**config.mk**
```make
export PLATFORM = sky130hd
export DESIGN_NAME = vic_top
export DESIGN_NICKNAME = d
export VERILOG_FILES = /design/src/rtl/vic_pkg.sv /design/src/rtl/vic_pend.sv /design/src/rtl/vic_prio.sv /design/src/rtl/vic_gie.sv /design/src/rtl/vic_top.sv
export SDC_FILE = /design/constraint.sdc
export NUM_CORES = 1
export LEC_CHECK = 0
export BUFFER_PORTS_ARGS = -buffer_cell sky130_fd_sc_hd__buf_2
export CAP_MARGIN = 20
export CORE_MARGIN = 2
export CORE_UTILIZATION = 43
export DETAILED_ROUTE_END_ITERATION = 10
export PLACE_DENSITY_LB_ADDON = 0.05
export RECOVER_POWER = 50
export SLEW_MARGIN = 20
export SYNTH_ARGS = -nofsm -noshare
export SYNTH_HDL_FRONTEND = slang
export SYNTH_SLANG_ARGS = --single-unit
export TNS_END_PERCENT = 30
```
**constraint.sdc**
```tcl
create_clock -name clk -period 1.2 [get_ports clk]
set_input_delay 0.36 -clock clk [delete_from_list [all_inputs] [get_ports clk]]
set_output_delay 0.36 -clock clk [all_outputs]
set_load 0.02 [all_outputs]
```
**src/rtl/vic_pkg.sv**
```systemverilog
package vic_pkg;
  typedef enum logic {
    OFR_IDLE = 1'b0,
    OFR_HOLD = 1'b1
  } offer_st_e;

  function automatic int unsigned idx_width(input int unsigned n);
    return (n > 1) ? $clog2(n) : 1;
  endfunction
endpackage

```
**src/rtl/vic_pend.sv**
```systemverilog
module vic_pend #(
  parameter int N_SRC = 8
) (
  input  logic             clk,
  input  logic             rst_n,
  input  logic [N_SRC-1:0] req,
  input  logic [N_SRC-1:0] ack,
  output logic [N_SRC-1:0] pend
);
  for (genvar g = 0; g < N_SRC; g++) begin : g_flag
    always_ff @(posedge clk or negedge rst_n) begin
      if (!rst_n)       pend[g] <= 1'b0;
      else if (req[g])  pend[g] <= 1'b1;
      else if (ack[g])  pend[g] <= 1'b0;
    end

    // The clear path and the set path are separate inputs.
    assert_ack_clears_R8: assert property (@(posedge clk) disable iff (!rst_n)
      (ack[g] && !req[g]) |=> !pend[g]);
    assert_req_sticks_R2: assert property (@(posedge clk) disable iff (!rst_n)
      (pend[g] && !ack[g]) |=> pend[g]);
  end
endmodule

```
**src/rtl/vic_prio.sv**
```systemverilog
module vic_prio #(
  parameter int N_SRC = 8,
  parameter int IDX_W = 3
) (
  input  logic [N_SRC-1:0] cand,
  output logic             any,
  output logic [IDX_W-1:0] idx
);
  logic [N_SRC-1:0] grant;

  for (genvar g = 0; g < N_SRC; g++) begin : g_grant
    if (g == 0) begin : g_first
      assign grant[g] = cand[g];
    end else begin : g_rest
      assign grant[g] = cand[g] && !(|cand[g-1:0]);
    end
  end

  always_comb begin
    idx = '0;
    for (int i = 0; i < N_SRC; i++) begin
      if (grant[i]) idx = IDX_W'(i);
    end
  end

  assign any = |cand;

  always_comb begin
    assert_grant_onehot_R5: assert ($onehot0(grant));
    assert_grant_matches_any_R5: assert ((|grant) == any);
  end
endmodule

```
**src/rtl/vic_gie.sv**
```systemverilog
module vic_gie (
  input  logic clk,
  input  logic rst_n,
  input  logic accept,
  input  logic rti,
  input  logic wr,
  input  logic wd,
  output logic gie
);
  always_ff @(posedge clk or negedge rst_n) begin
    if (!rst_n)      gie <= 1'b0;
    else if (accept) gie <= 1'b0;
    else if (rti)    gie <= 1'b1;
    else if (wr)     gie <= wd;
  end

  assert_accept_clears_gie_R8: assert property (@(posedge clk) disable iff (!rst_n)
    accept |=> !gie);
  assert_rti_sets_gie_R9: assert property (@(posedge clk) disable iff (!rst_n)
    (rti && !accept) |=> gie);
endmodule

```
**src/rtl/vic_top.sv**
```systemverilog
module vic_top #(
  parameter int          N_SRC    = 8,
  parameter int          ADDR_W   = 16,
  parameter int unsigned VEC_BASE = 2
) (
  input  logic              clk,
  input  logic              rst_n,
  input  logic [N_SRC-1:0]  irq_req,
  input  logic              en_wr,
  input  logic [N_SRC-1:0]  en_wdata,
  input  logic              gie_wr,
  input  logic              gie_wdata,
  input  logic              rti,
  output logic              take_valid,
  input  logic              take_ready,
  output logic [ADDR_W-1:0] take_vec,
  output logic              gie
);
  import vic_pkg::*;

  localparam int IDX_W = idx_width(N_SRC);

  logic [N_SRC-1:0] en_q, pend, ack, cand;
  logic [IDX_W-1:0] win_d, win_q;
  logic             any_cand, hs;
  offer_st_e        st_q;

  assign hs   = (st_q == OFR_HOLD) && take_ready;
  assign cand = pend & en_q;

  for (genvar g = 0; g < N_SRC; g++) begin : g_ack
    assign ack[g] = hs && (win_q == IDX_W'(g));
  end

  vic_pend #(.N_SRC(N_SRC)) u_pend (
    .clk(clk), .rst_n(rst_n), .req(irq_req), .ack(ack), .pend(pend)
  );

  vic_prio #(.N_SRC(N_SRC), .IDX_W(IDX_W)) u_prio (
    .cand(cand), .any(any_cand), .idx(win_d)
  );

  vic_gie u_gie (
    .clk(clk), .rst_n(rst_n), .accept(hs), .rti(rti),
    .wr(gie_wr), .wd(gie_wdata), .gie(gie)
  );

  always_ff @(posedge clk or negedge rst_n) begin
    if (!rst_n)     en_q <= '0;
    else if (en_wr) en_q <= en_wdata;
  end

  always_ff @(posedge clk or negedge rst_n) begin
    if (!rst_n) begin
      st_q  <= OFR_IDLE;
      win_q <= '0;
    end else begin
      case (st_q)
        OFR_IDLE: if (gie && any_cand) begin
          st_q  <= OFR_HOLD;
          win_q <= win_d;
        end
        OFR_HOLD: if (take_ready) st_q <= OFR_IDLE;
        default:  st_q <= OFR_IDLE;
      endcase
    end
  end

  assign take_valid = (st_q == OFR_HOLD);
  assign take_vec   = ADDR_W'(VEC_BASE) + ADDR_W'({win_q, 1'b0});

  assert_offer_needs_gie_R4: assert property (@(posedge clk) disable iff (!rst_n)
    $rose(take_valid) |-> $past(gie));
  assert_offer_enabled_R10: assert property (@(posedge clk) disable iff (!rst_n)
    $rose(take_valid) |-> $past(cand[win_d]));
  assert_vec_stable_R7: assert property (@(posedge clk) disable iff (!rst_n)
    (take_valid && !take_ready) |=> (take_valid && $stable(take_vec)));
  assert_drop_after_hs_R8: assert property (@(posedge clk) disable iff (!rst_n)
    (take_valid && take_ready) |=> !take_valid);
endmodule

```
# --- Word-level counts from Yosys, hierarchy flattened ---
# Index checks and enable logic that the tools add are counted.
word_totals:
  regBits: 21
  inputBits: 23
  out_inout_bits: 18
  wordCells: 93
op_classes:
  muxes: 29
  n_reduce_logical: 42
  bitwise: 2
  add_sub_neg: 1
  eq_ne: 7
op_table:
  columns: ["operator", "count"]
  rows:
  - ["$mux W1", 22]
  - ["$mux W3", 6]
  - ["$logic_and A1 B1 Y1", 17]
  - ["$reduce_bool A2 Y1", 8]
  - ["$eq A3 B3 Y1 const B", 4]
  - ["$and A8 B8 Y8", 1]
  - ["$reduce_or A8 Y1", 1]
  - ["$logic_not A1 Y1", 7]
  - ["$reduce_or A7 Y1", 1]
  - ["$eq A3 B2 Y1 const B", 2]
  - ["$reduce_or A6 Y1", 1]
  - ["$add A2 B4 Y5 const A", 1]
  - ["$reduce_or A5 Y1", 1]
  - ["$reduce_or A4 Y1", 1]
  - ["$eq A3 B1 Y1 const B", 1]
  - ["$logic_not A3 Y1", 1]
  - ["$reduce_bool A3 Y1", 1]
  - ["$reduce_or A3 Y1", 1]
  - ["$pmux W1 S2", 1]
  - ["$reduce_and A2 Y1", 1]
  - ["$reduce_or A2 Y1", 1]
  - ["$not A1 Y1", 1]

# --- Depth between registers and ports, before layout ---
logic_depth:
  ltp_word: 10
  ltp_mapped: 5
  mapped_depth_nobuf: 4

# --- Cells and area by module ---
# From an unflattened synthesis, not the netlist that was laid out.
hier_totals:
  hier_cells: 112
  hier_area_um2: 1199.9
by_module_without_submodules:
  columns: ["module", "cells_per_inst", "seq_area_each_um2", "n_inst", "area_per_inst_um2"]
  rows:
  - ["vic_top", 69, 300.3, 1, 778.2]
  - ["vic_pend", 24, 200.2, 1, 290.3]
  - ["vic_prio", 15, 0.0, 1, 87.6]
  - ["vic_gie", 4, 25.0, 1, 43.8]

# --- Least setup slack after synthesis ---
# No wires, ideal clock.
synth_path:
  path_type: "reg-to-output"
  startpoint: "reg win_q[0]"
  endpoint: "out take_vec[4]"
  slack_ps: -153
  required_ps: 840
  arrival_time_ps: 993
  stages_incl_launch_ff: 3
  path_buffers: 0
  cell_sequence: "dfrtp_1 > inv_1 > nor3_1"
synth_via:
  elab_chain_cells: 1
synth_rtl:
  columns: ["item", "line", "text"]
  rows:
  - ["from (decl)", "vic_top.sv:24", "logic [IDX_W-1:0] win_d, win_q;"]
  - ["from (signal assigned)", "vic_top.sv:61", "win_q <= win_d;"]
  - ["$add A2 B4 Y5", "vic_top.sv:70", "assign take_vec = ADDR_W'(VEC_BASE) + ADDR_W'({win_q, 1'b0});"]
  - ["to (decl)", "vic_top.sv:16", "output logic [ADDR_W-1:0] take_vec,"]
# Every way passes these cells.

# --- Worst setup path in the final report ---
layout_path:
  startpoint: "reg win_q[1]"
  endpoint: "out take_vec[3]"
# Same word-level chain as after synthesis.

==> results.ini <==
[routing]
first_iter_violations = 4
ant_nets = 0
dr.pass1.iters = 3
drc_errors = 0
avgViaCountPerCell = 4.84
vias = 842
avgRoutedWirePerCell_um = 12.5
wl_mm = 2.17

[timing]
worst_slew_pin_slew_ps = 1090
postLayoutSetupSlackWorst_ps = -462
whs_ps = 242
fmax_mhz = 602
fin_skew_ps = 2.05
setup_viol = 9
slew_viol_final = 0
min_period_ps = 1660
hold_viol_final = 0
rsz0062_at_grt = yes
slew_headroom_pct = 27.1
tns_ps = -1790
fin_crit_sh_pct = 138

[global_routing]
use_met2_pct = 24.1
overflow = 0
grt_max_degree = 22
met3_usage_pct = 1.41
use_met1_pct = 20.9
busiest_layer = met2
grt_pass1_wl_mm = 3.68
grt_pass1_vias = 842
track_usage_pct = 15.1
antenna_found_initial = 0

[power_and_ir_drop]
power.total_mw = 2.89
leakage_nw = 0.653
pwr-share-comb_pct = 56.0
switching_share_pct = 37.7
power_density_nw_per_um2 = 1970
p_int_mw = 1.80
peakVddDrop_mv = 1.59
clock_power_share_pct = 11.1
seqPwrFrac_pct = 32.9
p_sw_mw = 1.09

[clocking]
clockBufferDepth = 2
clock-sinks = 21
cts_buffers = 3
clkSlewWorstSetupHoldPaths_ps = 110
holdBufCountCts = 0
htree_levels = 1
root_buffer = clkbuf_4
clkLatencyLatePin_ps = 290
cts_tree = yes

[placement]
dp_hpwl_mm = 1.76
gp_congestion = 0.811
placed_cells = 169
dp_slack_ps = -216
port_buffers = 28
placed_area_um2 = 1340

[die]
fp-row-count = 18
die_h_um = 55.2
dieArea_um2 = 3050
core_area_um2 = 2480
io_pins = 41
initial_core_util_pct = 45.5
die_x_um = 55.2

[outcome]
status = finished with violations
violations = setup timing

[final_layout]
fin_nets = 174
multiInputGateArea_um2 = 579
final_area_um2 = 1460
drive_above_1_share_pct = 48.6
seq_area_um2 = 526
area_growth_pct = 29.6
final_util_pct = 59.0
layoutNonFillerInstCount = 174
insertedDiodeCount = 0
fillers = 236

[critical_path]
crit_fanout = 2
reg2reg_setup_slack_ps = -90
worstSetupPathType = flop to output pin
max_stage_delay_ps = 400
crit_slowest_cell = dfrtp_1
cp.arrival_ps = 1300
required_ps = 840
crit_path_start_kind = flop
path_cells = ha_2 > ha_4 > inv_2 > buf_6
crit_path_end_kind = output pin

[flow_run]
maxCapViolations = 0

[logic_synthesis]
async_flop_share_pct = 100
yosys_register_bits = 21
netlist_area_um2 = 1130
synth_area_per_cell_um2 = 11.1
synth_flop_cell = dfrtp_1
ys_seq_area_share_pct = 46.6
synth_edf_count = 0
yosys_warnings = 0
syn_inst = 102
synth_cell_types = 29

[min_path]
hp-class = primary input to asynchronous set/reset pin

## Yosys cell counts, types with 2 or more instances
master | instances | area [µm²]
a22oi_1 | 2 | 15.0
dfrtp_1 | 21 | 526
a21oi_1 | 4 | 20.0
ha_1 | 6 | 75.1
inv_1 | 6 | 22.5
mux2_2 | 8 | 90.1
buf_4 | 13 | 97.6
a21o_1 | 8 | 60.1
nand2_1 | 11 | 41.3
nor2_1 | 2 | 7.51
nand3_1 | 3 | 15.0
## layout by cell type (no fill, tap or decap), drive strengths merged
| master | synthesis | routed |
|---|---|---|
| nand2 | 12 | 12 |
| conb | 1 | 12 |
| a221oi | 1 | 1 |
| nor3 | 1 | 1 |
| nor2 | 2 | 2 |
| buf | 14 | 40 |
| nor2b | 1 | 1 |
| dfrtp | 21 | 21 |
| nand3 | 3 | 3 |
| a32o | 1 | 1 |
| clkbuf | 0 | 5 |
| nand4 | 1 | 1 |
| a21o | 8 | 8 |
| a211oi | 1 | 1 |
| a32oi | 1 | 1 |
| a21oi | 4 | 4 |
| inv | 6 | 6 |
| and2 | 2 | 2 |
| a22oi | 4 | 4 |
| o21ai | 3 | 3 |
| ha | 6 | 6 |
| mux2 | 8 | 8 |
| and2b | 1 | 1 |
## critical path: cells and delay by family (launching register included)
kind                     cells  cell delay [ps]
flip-flops                   1              400
adder cells (fa/ha/maj)      2              470
buffers and inverters        2              140
## power by group through the flow
stage,Clock [mW],Combinational (mW),Sequential [mW]
finish,0.320,1.62,0.950
global route,0.379,1.76,0.972
CTS,0.342,1.57,0.950
detailed placement,0,1.25,0.964
global placement,0,1.23,0.956
floorplan,0,0.723,1.00
## state kept, by name, indices dropped and copies added, names as in the netlist
register     flops
win_q            3
u_pend.pend      8
u_gie.gie        1
en_q             8
take_valid       1
## routing by layer
metal,vias up,share of wire (%)
met5,-,0
met4,0,0.60
met3,2,3.8
met2,26,50
met1,402,46
li1,412,-
## logic make-up (layout without fill, tap and decap cells)
logic type	Yosys count	after routing	synth area share (%)
AOI/OAI and AO/OA	23	23	17.4
adders and majority gates	6	6	6.66
buffers and inverters	20	51	11.1
DFF	21	21	46.6
muxes	8	8	7.99
other	1	12	0.333
and+or+nand+nor	23	23	9.88
## final timing paths
path / startpoint / end / cells after the start
hold / removal: rst_n / en_q[1] / 1
max in group asynchronous: rst_n / en_q[0] / 1
hold reg to reg: u_pend.pend[4] / u_pend.pend[4] / 1
setup reg to reg: win_q[0] / u_pend.pend[6] / 7
min in group clk: irq_req[6] / u_pend.pend[6] / 2
setup / recovery: win_q[1] / take_vec[3] / 4
## what timing repair did
action,in CTS,in global routing
endpoints found under the setup margin,10,14
setup buffers,0,1
gates resized for setup,18,5
pin swaps,3,1
## area by class of cell
| class | count | area share (%) |
|---|---|---|
| Clock buffer | 4 | 1.80 |
| Inverter | 6 | 1.88 |
| Multi-Input combinational cell | 72 | 39.6 |
| Sequential cell | 21 | 36.0 |
| Tap cell | 30 | 2.57 |
| Timing Repair Buffer | 41 | 18.2 |
No activity file was read; power rests on OpenSTA's default activity.
